===== config.mk =====
export PLATFORM = sky130hd
export DESIGN_NAME = acc_core
export DESIGN_NICKNAME = d
export VERILOG_FILES = /design/src/rtl/acc_core_pkg.sv /design/src/rtl/acc_core_decode.sv /design/src/rtl/acc_core_alu.sv /design/src/rtl/acc_core_seq.sv /design/src/rtl/acc_core.sv
export SDC_FILE = /design/constraint.sdc
export NUM_CORES = 1
export LEC_CHECK = 0
export ABC_CLOCK_PERIOD_IN_PS = 5400
export BUFFER_PORTS_ARGS = -buffer_cell sky130_fd_sc_hd__buf_4
export CAP_MARGIN = 10
export CORE_AREA = 2 2 79 81
export CTS_CLUSTER_DIAMETER = 50
export DETAILED_ROUTE_END_ITERATION = 12
export DIE_AREA = 0 0 81 83
export GPL_TIMING_DRIVEN = 0
export HOLD_SLACK_MARGIN = 0.15
export PLACE_DENSITY = 0.77
export REMOVE_ABC_BUFFERS = 1
export SETUP_SLACK_MARGIN = 0.02
export SYNTH_ARGS = -nofsm -noshare
export SYNTH_HDL_FRONTEND = slang
export SYNTH_SLANG_ARGS = --single-unit

===== constraint.sdc =====
create_clock -name clk -period 5.4 [get_ports clk]
set_input_delay 0.54 -clock clk [delete_from_list [all_inputs] [get_ports clk]]
set_output_delay 0.54 -clock clk [all_outputs]
set_load 0.02 [all_outputs]

===== src/rtl/acc_core_pkg.sv =====
package acc_core_pkg;
  localparam int DATA_W = 8;

  localparam logic [7:0] OPC_ADDC_IMM = 8'h10;
  localparam logic [7:0] OPC_XOR_IMM  = 8'h11;
  localparam logic [7:0] OPC_LOAD_ZP  = 8'h20;
  localparam logic [7:0] OPC_STORE_ZP = 8'h21;
  localparam logic [7:0] OPC_CLR_C    = 8'h30;
  localparam logic [7:0] OPC_SET_C    = 8'h31;
  localparam logic [7:0] OPC_SHL_A    = 8'h32;
  localparam logic [7:0] OPC_SHR_A    = 8'h33;

  typedef enum logic [1:0] {ST_FETCH, ST_OPER, ST_ZP} phase_t;
  typedef enum logic [2:0] {K_NOP, K_ALU_IMM, K_REG, K_LOAD, K_STORE} kind_t;
  typedef enum logic [2:0] {OP_ADDC, OP_XOR, OP_CLRC, OP_SETC, OP_SHL, OP_SHR} alu_op_t;

  typedef struct packed {
    kind_t   kind;
    alu_op_t op;
  } decoded_t;
endpackage


===== src/rtl/acc_core_decode.sv =====
module acc_core_decode
  import acc_core_pkg::*;
(
  input  logic [7:0] opcode,
  output decoded_t   dec
);
  always_comb begin
    dec.kind = K_NOP;
    dec.op   = OP_ADDC;
    case (opcode)
      OPC_ADDC_IMM: begin dec.kind = K_ALU_IMM; dec.op = OP_ADDC; end
      OPC_XOR_IMM:  begin dec.kind = K_ALU_IMM; dec.op = OP_XOR;  end
      OPC_LOAD_ZP:  dec.kind = K_LOAD;
      OPC_STORE_ZP: dec.kind = K_STORE;
      OPC_CLR_C:    begin dec.kind = K_REG; dec.op = OP_CLRC; end
      OPC_SET_C:    begin dec.kind = K_REG; dec.op = OP_SETC; end
      OPC_SHL_A:    begin dec.kind = K_REG; dec.op = OP_SHL;  end
      OPC_SHR_A:    begin dec.kind = K_REG; dec.op = OP_SHR;  end
      default: ;
    endcase
  end
endmodule


===== src/rtl/acc_core_alu.sv =====
module acc_core_alu
  import acc_core_pkg::*;
#(
  parameter int W = 8
) (
  input  alu_op_t      op,
  input  logic [W-1:0] a,
  input  logic [W-1:0] b,
  input  logic         cin,
  output logic [W-1:0] y,
  output logic         cout
);
  always_comb begin
    y    = a;
    cout = cin;
    case (op)
      OP_ADDC: {cout, y} = {1'b0, a} + {1'b0, b} + {{W{1'b0}}, cin};
      OP_XOR:  y = a ^ b;
      OP_CLRC: cout = 1'b0;
      OP_SETC: cout = 1'b1;
      OP_SHL:  {cout, y} = {a, 1'b0};
      OP_SHR:  {y, cout} = {1'b0, a};
      default: ;
    endcase
  end
endmodule


===== src/rtl/acc_core_seq.sv =====
module acc_core_seq
  import acc_core_pkg::*;
#(
  parameter int AW = 16,
  parameter int DW = 8,
  parameter logic [AW-1:0] RESET_PC = 16'h0200
) (
  input  logic          clk,
  input  logic          rst_n,
  input  kind_t         kind,
  input  logic [DW-1:0] rdata,
  output phase_t        phase,
  output logic [AW-1:0] pc,
  output logic [DW-1:0] ir,
  output logic [AW-1:0] addr,
  output logic          we
);
  localparam int ZP_HI = AW - DW;
  localparam logic [AW-1:0] ONE = 1;

  logic [DW-1:0] ptr;

  always_ff @(posedge clk) begin
    if (!rst_n) begin
      phase <= ST_FETCH;
      pc    <= RESET_PC;
      ir    <= '0;
      ptr   <= '0;
    end else begin
      case (phase)
        ST_FETCH: begin
          ir    <= rdata;
          pc    <= pc + ONE;
          phase <= ST_OPER;
        end
        ST_OPER: begin
          case (kind)
            K_ALU_IMM: begin
              pc    <= pc + ONE;
              phase <= ST_FETCH;
            end
            K_LOAD, K_STORE: begin
              ptr   <= rdata;
              pc    <= pc + ONE;
              phase <= ST_ZP;
            end
            default: phase <= ST_FETCH;
          endcase
        end
        default: phase <= ST_FETCH;
      endcase
    end
  end

  assign addr = (phase == ST_ZP) ? {{ZP_HI{1'b0}}, ptr} : pc;
  assign we   = (phase == ST_ZP) && (kind == K_STORE);

  assert_zp_return_R6: assert property (@(posedge clk) disable iff (!rst_n)
    phase == ST_ZP |=> phase == ST_FETCH);
  assert_imm_two_cycle_R2: assert property (@(posedge clk) disable iff (!rst_n)
    (phase == ST_OPER && kind == K_ALU_IMM) |=> (phase == ST_FETCH && pc == $past(pc) + ONE));
  assert_reg_holds_pc_R8: assert property (@(posedge clk) disable iff (!rst_n)
    (phase == ST_OPER && (kind == K_REG || kind == K_NOP)) |=> (phase == ST_FETCH && $stable(pc)));
  assert_strobe_in_zp_R7: assert property (@(posedge clk) disable iff (!rst_n)
    we |-> addr[AW-1:DW] == '0);
endmodule


===== src/rtl/acc_core.sv =====
module acc_core
  import acc_core_pkg::*;
#(
  parameter int AW = 16,
  parameter logic [AW-1:0] RESET_PC = 16'h0200
) (
  input  logic              clk,
  input  logic              rst_n,
  output logic [AW-1:0]     mem_addr,
  input  logic [DATA_W-1:0] mem_rdata,
  output logic [DATA_W-1:0] mem_wdata,
  output logic              mem_we,
  output logic [DATA_W-1:0] dbg_acc,
  output logic [AW-1:0]     dbg_pc
);
  phase_t            phase;
  logic [AW-1:0]     pc;
  logic [DATA_W-1:0] ir;
  decoded_t          dec;

  logic [DATA_W-1:0] acc;
  logic              carry;
  logic              pend_v;
  alu_op_t           pend_op;
  logic [DATA_W-1:0] pend_b;
  logic [DATA_W-1:0] alu_y;
  logic              alu_c;

  acc_core_decode u_dec (
    .opcode (ir),
    .dec    (dec)
  );

  acc_core_seq #(.AW(AW), .DW(DATA_W), .RESET_PC(RESET_PC)) u_seq (
    .clk   (clk),
    .rst_n (rst_n),
    .kind  (dec.kind),
    .rdata (mem_rdata),
    .phase (phase),
    .pc    (pc),
    .ir    (ir),
    .addr  (mem_addr),
    .we    (mem_we)
  );

  acc_core_alu #(.W(DATA_W)) u_alu (
    .op   (pend_op),
    .a    (acc),
    .b    (pend_b),
    .cin  (carry),
    .y    (alu_y),
    .cout (alu_c)
  );

  always_ff @(posedge clk) begin
    if (!rst_n) begin
      acc     <= '0;
      carry   <= 1'b0;
      pend_v  <= 1'b0;
      pend_op <= OP_ADDC;
      pend_b  <= '0;
    end else begin
      if (phase == ST_FETCH && pend_v) begin
        acc    <= alu_y;
        carry  <= alu_c;
        pend_v <= 1'b0;
      end
      if (phase == ST_OPER && (dec.kind == K_ALU_IMM || dec.kind == K_REG)) begin
        pend_v  <= 1'b1;
        pend_op <= dec.op;
        pend_b  <= mem_rdata;
      end
      if (phase == ST_ZP && dec.kind == K_LOAD) acc <= mem_rdata;
    end
  end

  assign mem_wdata = acc;
  assign dbg_acc   = acc;
  assign dbg_pc    = pc;

  assert_no_commit_in_operand_R3: assert property (@(posedge clk) disable iff (!rst_n)
    phase == ST_OPER |=> $stable(acc) && $stable(carry));
  assert_fetch_drains_R3: assert property (@(posedge clk) disable iff (!rst_n)
    phase == ST_FETCH |=> !pend_v);
  assert_nop_keeps_state_R9: assert property (@(posedge clk) disable iff (!rst_n)
    (phase == ST_OPER && dec.kind == K_NOP) |=> (phase == ST_FETCH && !pend_v));
endmodule


==> run summary <==
==================================================================================
Switching share of power                                                    26.60%
Initial antenna violation count                                                  0
Req. time, crit path                                                       5.64 ns
Worst path buffer plus inverter count                                            0
Sequential share of the synthesized area                                    35.10%
Most repeated cell in the gate-level netlist after synthesis               dfxtp_1
Top post-synthesis cells by count                                     dfxtp_1 (55), nand2_1 (44), nor2_1 (44)
Total global-route track usage                                              23.18%
Power Density                                                         207.7 nW/um^2
Setup clock skew after layout                                           0.01038 ns
Crit path kind                                                             reg2reg
Critical-path maximum fanout                                                    15
Static Leakage                                                            1.574 nW
Max-capacitance violation count                                                  0
Most used flip-flop cell after synthesis                                   dfxtp_1
Detailed placement HPWL                                                    5482 um
Worst-case clock buffer depth                                                    2
Final total negative setup slack                                              0 ns
Largest net degree at the start of global routing                               29
Core footprint                                                           5816 um^2
Max_slew headroom                                                           19.37%
Starting Density                                                            53.94%
Startpoint types                                                              flop
Ports placed on the boundary                                                    59
Hold Vio Cnt, Final                                                              0
Filler Cell Count                                                              539
Gates resized, CTS repair                                                        0
Worst vdd rail ir drop                                                 0.0001533 V
Cell area after synthesis                                                3137 um^2
Synth top area cells                                                  dfxtp_1 (35%), mux2i_1 (7.0%), nand2_1 (5.3%)
First-pass GRT wire length                                                12590 um
Cells along the critical path                                         nor4_1 -> nand4_1 -> or4b_2 -> a21oi_1
Family of cells with the greatest summed delay on the critical path   simple AND/OR/NAND/NOR gates
Highest clock rate                                                      0.3798 GHz
Horiz. Die Dim                                                               81 um
Diode count                                                                      0
Number of global-route vias before repair                                     2625
Portion of total power attributed to the clock network                       32.0%
H-tree depth reported by CTS                                                     2
Beginning of the worst hold path                                      mem_rdata[0]
DRC viols                                                                        0
Data arrival time of the worst path                                        2.87 ns
Number of standard cells after synthesis                                       374
Placement row count                                                             28
Hold_buf cts                                                                     0
Final min period                                                          2.633 ns
Final setup fails                                                                0
Total length of routed wires                                               7566 um
Synth Register Bits                                                             55
Hold Crit Class                                                             in2reg
Cell with the largest stage delay on the worst path                         or4b_2
Vertical extent of the die                                                   83 um
Start point of the critical path                                      u_seq.ir[2]$_SDFFE_PN0P_
Async set-reset flop share out of synthesis                                     0%
Number of setup buffers added after CTS                                          0
Slowest stage delay, CP                                                    0.89 ns
Run status                                                            finished, final reports clean
TritonRoute pass-1 iters                                                         4
Growth of design area from synthesis to finish                              16.35%
Clock slew at reported path FFs                                            0.10 ns
Worst hold margin                                                        0.4696 ns
WL per Instance                                                           15.54 um
Internal portion of total power                                          0.5566 mW
Sink Count                                                                      55
Share of final-layout standard cells stronger than drive strength 1         20.87%
Synthesized area per cell                                               8.387 um^2
RSZ-0062 raised after global routing                                            no
Unique cell type count in the Yosys netlist                                     54
Final RePlAce weighted congestion                                           0.8320
Area leader, netlist                                                       dfxtp_1
Clock tree from TritonCTS                                                    built
Final layout net count                                                         432
Synth warn                                                                       0
Area share of the leading cell type in the synthesized netlist              35.10%
Sequential cell fraction of total power                                      56.4%
Remaining antenna violation count after routing                                  0
Clock latency on the worst-skew pair                                       0.31 ns
Overall die area                                                         6723 um^2
Crit end category                                                             flop
Final critical-path share of the clock period                               48.76%
Total grt overflow                                                               0
Vias per inst                                                                5.784
CTS root buffer                                                           clkbuf_8
Combinational cell fraction of total power                                   11.6%
Num CTS Buffers                                                                  5
Number of max-slew violations in the final report                                0
Start of the worst register-to-register path                          u_seq.ir[2]$_SDFFE_PN0P_
Iteration-0 DRC count of the detailed router                                   143
Switching power total                                                    0.2017 mW
Detailed-route via count                                                      2817
Worst-Margin Slew                                                         1.198 ns
Post-synth EDFFs                                                                 0
I/O Buffers                                                                     58
==================================================================================
[layout make-up]
| type | count | area, um^2 | share of cell area (%) |
|---|---|---|---|
| inverter | 8 | 30.03 | 0.8228 |
| timing repair buffer | 59 | 462.9 | 12.68 |
| sequential | 55 | 1101 | 30.17 |
| tap | 75 | 93.84 | 2.571 |
| clock inverter | 2 | 13.76 | 0.3771 |
| multi-input combinational | 282 | 1866 | 51.11 |
| clock buffer | 6 | 82.58 | 2.263 |
[final timing paths]
check | end | slack, ns | depth (start not counted)
hold reg to reg | u_seq.ir[7]$_SDFFE_PN0P_ | 0.49 | 2
setup / recovery | pend_op[0]$_SDFFE_PN0P_ | 2.77 | 4
hold / removal | dbg_acc[0]$_SDFFE_PN0P_ | 0.47 | 3
setup reg to reg | pend_op[0]$_SDFFE_PN0P_ | 2.77 | 4
[metal layers]
layer  vias up  part of all wire (%)  wire length (um)  global-route usage, %
met4         0                   1.6               122                  6.780
met5         -                     0                 0                      0
li1       1400                     -                 -                      -
met3        14                   4.6               348                  4.022
met1      1327                    46              3473                  30.40
met2        76                    48              3620                  38.54
[worst min-delay path: stages]
cell and delay [ns]:
buf_4 0.10, nand3_1 0.06, nand2_1 0.06
[state kept, by name, indices dropped and copies added (netlist names)]
| signal | flops |
|---|---|
| u_seq.pc | 16 |
| dbg_acc | 8 |
| pend_b | 8 |
| u_seq.ir | 8 |
| u_seq.ptr | 8 |
| pend_op | 3 |
| u_seq.phase | 2 |
| carry | 1 |
| pend_v | 1 |
[through the flow]
| stage | utilization (%) | cell area (um^2) | cells | power (mW) | setup WS [ns] |
|---|---|---|---|---|---|
| after floorplan | - | 2990 | 345 | 0.4889 | 2.982 |
| after global placement | 60.52 | 3520 | 478 | 0.5204 | 2.818 |
| after detailed placement | 60.99 | 3547 | 479 | 0.5249 | 2.786 |
| after CTS | 62.65 | 3643 | 487 | 0.7623 | 2.747 |
| after global routing | 62.76 | 3650 | 487 | 0.7863 | 2.513 |
| final | 62.76 | 3650 | 487 | 0.7582 | 2.767 |
[cells by family after synthesis]
logic type	count (synthesis)	synth area share (%)
buffers and inverters	37	5.624
muxes	30	9.892
and+or+nand+nor	159	24.93
AOI/OAI and AO/OA	63	14.28
DFF	55	35.10
adders and majority gates	11	4.866
xor gates and xnor gates	19	5.305
[cells in the final DEF, fill, tap and decap left out, types with 2 or more instances in the layout]
| cell type | count |
|---|---|
| or4_1 | 3 |
| o31a_1 | 2 |
| xor2_1 | 9 |
| o221ai_1 | 2 |
| o211ai_1 | 3 |
| nor2_1 | 44 |
| nand3b_1 | 2 |
| o22ai_1 | 2 |
| mux2i_1 | 22 |
| o2111ai_1 | 3 |
| or4b_2 | 2 |
| nand4_1 | 8 |
| or2_2 | 3 |
| nand3_1 | 10 |
| xnor2_1 | 10 |
| a21o_1 | 2 |
| mux2_2 | 8 |
| nand2_1 | 44 |
| ha_1 | 9 |
| and4_1 | 2 |
| a2111oi_0 | 2 |
| clkbuf_8 | 6 |
| buf_4 | 58 |
| and3_1 | 4 |
| a31oi_1 | 7 |
| o21ai_0 | 9 |
| and2_1 | 8 |
| a21oi_1 | 19 |
| nor2b_1 | 2 |
| dfxtp_1 | 55 |
| fa_1 | 2 |
| inv_1 | 7 |
| nand2b_1 | 4 |
| nor3_1 | 10 |
| nor4_1 | 8 |
[power groups by stage]
stage / combinational [mW] / clock [mW] / sequential (mW)
6_report: 0.0878 / 0.243 / 0.428
5_1_grt: 0.0958 / 0.261 / 0.430
4_1_cts: 0.0883 / 0.246 / 0.428
3_5_place_dp: 0.0879 / 0 / 0.437
3_3_place_gp: 0.0837 / 0 / 0.437
2_1_floorplan: 0.0508 / 0 / 0.438
Power figures use the tool's default switching activity.
